[src/rtl/secmap_pkg.sv]
package secmap_pkg;
  localparam int WORD_W   = 32;
  localparam int UNIT_LSB = 24;
  localparam int UNIT_W   = WORD_W - UNIT_LSB;
  localparam int CODE_W   = $clog2(UNIT_W);

  typedef enum logic [1:0] {
    TGT_NONE   = 2'd0,
    TGT_CTRL_A = 2'd1,
    TGT_CTRL_B = 2'd2,
    TGT_BOTH   = 2'd3
  } target_e;

  typedef struct packed {
    logic [UNIT_W-1:0] sys_msb;
    logic [UNIT_W-1:0] loc_msb;
    logic [4:0]        pad_hi;
    logic [CODE_W-1:0] size_code;
    logic [5:0]        pad_lo;
    target_e           target;
  } desc_t;

  function automatic desc_t make_desc(input logic [UNIT_W-1:0] sys_msb,
                                      input logic [UNIT_W-1:0] loc_msb,
                                      input logic [CODE_W-1:0] code,
                                      input target_e           tgt);
    desc_t d;
    d           = '0;
    d.sys_msb   = sys_msb;
    d.loc_msb   = loc_msb;
    d.size_code = code;
    d.target    = tgt;
    return d;
  endfunction
endpackage

[src/rtl/secmap_log2.sv]
// Priority encoder: index of the highest set bit (floor log2).
module secmap_log2 #(
  parameter int W = 8,
  localparam int IDX_W = $clog2(W)
) (
  input  logic [W-1:0]     val,
  output logic [IDX_W-1:0] idx
);
  always_comb begin
    idx = '0;
    for (int i = 0; i < W; i++) begin
      if (val[i]) idx = IDX_W'(i);
    end
  end
endmodule

[src/rtl/secmap_plan.sv]
// Combinational section planner working in 16 MiB units.
module secmap_plan
  import secmap_pkg::*;
#(
  parameter logic [UNIT_W-1:0] BASE_MSB = 8'h80
) (
  input  logic [UNIT_W-1:0] units_a,
  input  logic [UNIT_W-1:0] units_b,
  output desc_t             first_sec,
  output desc_t             second_sec,
  output logic              no_mem,
  output logic              too_big
);
  localparam int IL_W       = UNIT_W + 1;
  localparam int IL_IDX_W   = $clog2(IL_W);
  localparam int LEFT_IDX_W = $clog2(UNIT_W);

  logic                  has_a, has_b, both, has_left;
  logic [UNIT_W-1:0]     min_u, left_u, sec_base;
  logic [IL_W-1:0]       il_u;
  logic [IL_IDX_W-1:0]   il_idx;
  logic [LEFT_IDX_W-1:0] left_idx;
  target_e               owner;
  desc_t                 il_desc, single_desc;

  always_comb begin
    has_a    = |units_a;
    has_b    = |units_b;
    both     = has_a && has_b;
    no_mem   = !has_a && !has_b;
    min_u    = (units_a < units_b) ? units_a : units_b;
    il_u     = IL_W'(min_u) << 1;
    left_u   = (units_a - min_u) | (units_b - min_u);
    has_left = |left_u;
    owner    = (units_a > min_u) ? TGT_CTRL_A : TGT_CTRL_B;
    sec_base = both ? UNIT_W'(BASE_MSB + il_u[UNIT_W-1:0]) : BASE_MSB;
  end

  secmap_log2 #(.W(IL_W))   i_il_enc   (.val(il_u),   .idx(il_idx));
  secmap_log2 #(.W(UNIT_W)) i_left_enc (.val(left_u), .idx(left_idx));

  always_comb begin
    too_big     = both && (il_idx >= IL_IDX_W'(UNIT_W));
    il_desc     = make_desc(BASE_MSB, '0, il_idx[CODE_W-1:0], TGT_BOTH);
    single_desc = make_desc(sec_base, min_u, CODE_W'(left_idx), owner);
    first_sec   = both ? il_desc : single_desc;
    second_sec  = (both && has_left) ? single_desc : '0;
  end
endmodule

[src/rtl/secmap_store.sv]
// Descriptor registers, done pulse and error flag.
module secmap_store
  import secmap_pkg::*;
#(
  parameter logic [WORD_W-1:0] TRAP_WORD = 32'hFF00_0080
) (
  input  logic              clk,
  input  logic              rst_n,
  input  logic              start,
  input  logic              load,
  input  logic              err_in,
  input  desc_t             hi_desc,
  input  desc_t             lo_desc,
  output logic              done,
  output logic              err,
  output logic [WORD_W-1:0] slot0,
  output logic [WORD_W-1:0] slot1,
  output logic [WORD_W-1:0] slot2,
  output logic [WORD_W-1:0] slot3
);
  always_ff @(posedge clk) begin
    if (!rst_n) begin
      done  <= 1'b0;
      err   <= 1'b0;
      slot0 <= TRAP_WORD;
      slot1 <= '0;
      slot2 <= '0;
      slot3 <= '0;
    end else begin
      done <= start;
      if (start) err <= err_in;
      if (load) begin
        slot3 <= hi_desc;
        slot2 <= lo_desc;
        slot1 <= '0;
        slot0 <= TRAP_WORD;
      end
    end
  end
endmodule

[src/rtl/mc_section_mapper.sv]
module mc_section_mapper
  import secmap_pkg::*;
#(
  parameter logic [WORD_W-1:0] SYS_BASE  = 32'h8000_0000,
  parameter logic [WORD_W-1:0] TRAP_WORD = 32'hFF00_0080
) (
  input  logic              clk,
  input  logic              rst_n,
  input  logic              start_i,
  input  logic [WORD_W-1:0] size_a_i,
  input  logic [WORD_W-1:0] size_b_i,
  output logic              done_o,
  output logic              err_o,
  output logic [WORD_W-1:0] slot0_o,
  output logic [WORD_W-1:0] slot1_o,
  output logic [WORD_W-1:0] slot2_o,
  output logic [WORD_W-1:0] slot3_o
);
  localparam logic [UNIT_W-1:0] BASE_MSB = SYS_BASE[WORD_W-1:UNIT_LSB];

  logic [UNIT_W-1:0] units_a, units_b;
  logic              tiny_a, tiny_b, no_mem, too_big, err_next, load;
  desc_t             first_sec, second_sec;

  always_comb begin
    units_a  = size_a_i[WORD_W-1:UNIT_LSB];
    units_b  = size_b_i[WORD_W-1:UNIT_LSB];
    tiny_a   = (units_a == '0) && (|size_a_i[UNIT_LSB-1:0]);
    tiny_b   = (units_b == '0) && (|size_b_i[UNIT_LSB-1:0]);
    err_next = tiny_a || tiny_b || too_big;
    load     = start_i && !err_next && !no_mem;
  end

  secmap_plan #(.BASE_MSB(BASE_MSB)) i_plan (
    .units_a    (units_a),
    .units_b    (units_b),
    .first_sec  (first_sec),
    .second_sec (second_sec),
    .no_mem     (no_mem),
    .too_big    (too_big)
  );

  secmap_store #(.TRAP_WORD(TRAP_WORD)) i_store (
    .clk     (clk),
    .rst_n   (rst_n),
    .start   (start_i),
    .load    (load),
    .err_in  (err_next),
    .hi_desc (first_sec),
    .lo_desc (second_sec),
    .done    (done_o),
    .err     (err_o),
    .slot0   (slot0_o),
    .slot1   (slot1_o),
    .slot2   (slot2_o),
    .slot3   (slot3_o)
  );
endmodule

[config.mk]
export PLATFORM = sky130hd
export DESIGN_NAME = mc_section_mapper
export DESIGN_NICKNAME = d
export VERILOG_FILES = /design/src/rtl/secmap_pkg.sv /design/src/rtl/secmap_log2.sv /design/src/rtl/secmap_plan.sv /design/src/rtl/secmap_store.sv /design/src/rtl/mc_section_mapper.sv
export SDC_FILE = /design/constraint.sdc
export NUM_CORES = 1
export LEC_CHECK = 0
export BUFFER_PORTS_ARGS = -buffer_cell sky130_fd_sc_hd__buf_2
export CORE_UTILIZATION = 35
export CTS_CLUSTER_SIZE = 8
export DETAILED_ROUTE_END_ITERATION = 8
export GPL_TIMING_DRIVEN = 0
export HOLD_SLACK_MARGIN = 0.1
export PLACE_DENSITY = 0.66
export SKIP_LAST_GASP = 1
export SLEW_MARGIN = 5
export SYNTH_ARGS = -nofsm -noshare
export SYNTH_HDL_FRONTEND = slang
export SYNTH_SLANG_ARGS = --single-unit
export TNS_END_PERCENT = 10
[constraint.sdc]
create_clock -name clk -period 8.4 [get_ports clk]
set_input_delay 0 -clock clk [delete_from_list [all_inputs] [get_ports clk]]
set_output_delay 0 -clock clk [all_outputs]
set_load 0.005 [all_outputs]
==> results by group <==
Outcome
  • Outcome: finished, final reports clean

Placed design
  • Port Buffers: 107
  • Routability cong.: 0.900
  • Post-DP HPWL: 8660 µm
  • Placed cell count: 772

Synthesis
  • Synth top area share: 23.2%
  • Synth area leader: dfxtp_1
  • Post-synth top flop: dfxtp_1
  • Synth warn: 0
  • Synth top cells by count: 89 x buf_4, 42 x dfxtp_1, 35 x nand2_1
  • Post-synthesis register bit count: 42
  • EDFF count, synth: 0
  • Library cells used by synthesis: 71
  • Post-synth ARST share: 0%
  • Dominant cells by area after synthesis: dfxtp_1 23%, buf_4 18%, ha_1 6.6%, nand2_1 3.6%, nor2b_1 2.8%
  • Post-synthesis sequential area ratio: 23.2%
  • Synthesized area: 3630 µm²
  • Syn avg cell area: 8.14 µm²
  • Count leader, synth: buf_4
  • Synth Instances: 446

GRT
  • Initial antenna violation count: 0
  • Pin count of the biggest net entering global routing: 15
  • Tot GR Track Use: 19.3%
  • Global route total overflow: 0
  • Vias in the first global route: 3529
  • First-pass GRT wire length: 17000 µm

STA
  • Actual slew at the worst max-slew pin: 1.02 ns
  • WHS: 0.161 ns
  • Final slew viol count: 0
  • TNS Setup: 0 ns
  • Setup Skew: 0 ns
  • Endpoints failing setup: 0
  • Max Freq: 200 MHz
  • Tcrit/Tclk final: 59.6%
  • Headroom to the max-slew limit: 30.1%
  • Final hold violations: 0
  • Shortest period the worst path allows: 5.01 ns
  • RSZ-0062 raised after global routing: false

Worst setup path
  • CP cell instances: buf_2, inv_1, ha_1, a21o_1, a21o_1, nor3_2, buf_2, buf_2, nor2_1, a21oi_1, ha_1, clkbuf_1, nor2b_1, a22oi_1, o2111ai_1, a311oi_1, and3b_1, and4_4, a31o_4, buf_6, o21ai_1
  • Most frequent CP cell: buf_2
  • Slowest CP cell: a21oi_1
  • Slowest cell delay on critical path: 0.65 ns
  • RR Startpoint: i_store.slot3[9]$_SDFFE_PN0P_
  • Setup crit start: size_b_i[27]
  • Worst-path fanout max: 10
  • Setup CP Type: in2reg
  • Largest delay share family, worst path: compound AO/OA/AOI/OAI gates
  • Data required time at the worst endpoint: 8.56 ns
  • Setup crit start kind: input pin
  • CP endpoint kind: flip-flop
  • Buf/Inv on CP: 6
  • Crit path DAT: 5.17 ns

Floorplanning
  • Die Footprint: 10800 µm²
  • Chip width: 104 µm
  • Top Ports: 197
  • Core area: 9910 µm²
  • Initial Util: 36.6%
  • FP Rows: 36
  • Die H: 104 µm

Clock network
  • Root Buffer: clkbuf_8
  • H-tree Lvls: 2
  • Clock sink count: 42
  • Clock-pin slew on the worst setup and hold paths: 0.08 ns
  • Worst skew pair latency: 0.30 ns
  • CTS tree: done
  • Post-CTS Setup Repair Bufs: 0
  • Clock tree buffer depth: 2
  • Cts bufs inserted: 5

Pwr
  • Pwr Total: 0.000653 W
  • Maximum vdd drop: 95.1 µV
  • Cell Pwr Density: 137 nW/µm²
  • Leak: 2.50 nW

Routing
  • Wirelength, routed: 10500 µm
  • Number of DRC markers in iteration 0: 313
  • Vias/cell: 4.74
  • DR pass1 iterations: 4
  • WL per Instance: 13.5 µm
  • DRC: 0
  • Vias: 3704
  • Detail Route Antenna Nets: 0

Job
  • Max-cap viol count: 0

Layout
  • Layout cell share with drive strength beyond 1: 37.1%
  • Layout area overhead: 31.9%
  • Filler cells: 991
  • Fin nets: 736
  • Layout Cells excl Fill: 782
  • Antenna Cells: 0

Min path
  • Hold Crit Class: in2reg
  • Min-delay src: size_a_i[30]
worst register-to-register path, cell delays in order (launching register included):
cell and delay [ns]:
dfxtp_1 0.32, nand3_1 0.08, o21ai_1 0.07, a41o_1 0.20
cells by family after synthesis:
logic type | share of synthesized area (%)
DFF | 23.2
other | 0.207
buffers and inverters | 21.9
muxes | 1.93
and+or+nand+nor | 21.1
AOI/OAI and AO/OA | 21.9
adders and majority gates | 7.66
xor gates and xnor gates | 2.14
cell usage in the layout (no fill, tap or decap), types with 3 or more instances in the layout:
cell / synthesis / final
a21boi_0: 3 / 3
a21o_1: 5 / 5
a21oi_1: 18 / 18
a21oi_2: 3 / 3
a31oi_1: 10 / 10
and2_1: 4 / 4
and3_1: 8 / 8
buf_2: 5 / 112
buf_4: 89 / 89
clkbuf_1: 5 / 5
clkbuf_8: 0 / 5
conb_1: 2 / 88
dfxtp_1: 42 / 42
ha_1: 19 / 19
inv_1: 15 / 15
mux2i_1: 7 / 7
nand2_1: 35 / 35
nand2b_1: 6 / 6
nand3_1: 8 / 8
nand4_1: 6 / 6
nor2_1: 16 / 16
nor2b_1: 16 / 16
nor3_1: 9 / 9
nor4_1: 16 / 16
o2111ai_1: 3 / 3
o211ai_1: 3 / 3
o21ai_0: 13 / 13
o21ai_1: 12 / 12
o21ai_2: 8 / 8
or3_1: 3 / 3
xnor2_1: 5 / 5
layout make-up:
class	count	area [µm²]	share of cell area (%)
plain buffers	101	734	15.3
repair buffers	109	556	11.6
clock buffers	5	68.8	1.44
well taps	133	166	3.48
inverters	16	60.1	1.25
flip-flops and latches	42	841	17.6
multi-input cells	373	2320	48.4
clock inverters	3	43.8	0.915
where the power goes:
group	internal [W]	total, W	switching [W]
clock network	0.0000891	0.000164	0.0000747
registers	0.000210	0.000216	0.00000560
logic	0.000120	0.000274	0.000154
total	0.000419	0.000653	0.000235
flip-flops by register name, indices dropped and copies added, names as in the netlist:
name and flops:
i_store.done 1, i_store.slot2 20, i_store.slot3 20, i_store.err 1
per-stage QoR:
step           util, %  cell area (µm²)  setup WS [ns]
2_1_floorplan        -             3950           4.19
3_3_place_gp      47.0             4650           3.23
3_5_place_dp      47.0             4650           3.22
4_1_cts           48.3             4790           3.52
5_1_grt           48.3             4790           3.18
6_report          48.3             4790           3.39
path summary, 6_finish.rpt:
kind	to	slack (ns)	cells after the start
worst max-delay path	i_store.slot2[29]$_SDFFE_PN0P_	3.39	21
worst min-delay path	i_store.slot2[22]$_SDFFE_PN0P_	0.16	3
worst max register to register	i_store.slot3[9]$_SDFFE_PN0P_	7.62	3
worst min register to register	i_store.slot2[20]$_SDFFE_PN0P_	0.45	2
layer usage:
metal	GRT usage [%]	vias to the layer above	wire, µm
li1	-	1833	-
met1	23.3	1664	4520
met2	33.6	184	5010
met3	4.22	23	746
met4	6.43	0	244
met5	0	-	0
repair_timing:
| action | 4_1_cts | 5_1_grt |
|---|---|---|
| resized for setup | 0 | 0 |
| hold buffers | 2 | 0 |
| endpoints found under the hold margin | 4 | 0 |
No activity file was read; power rests on OpenSTA's default activity.
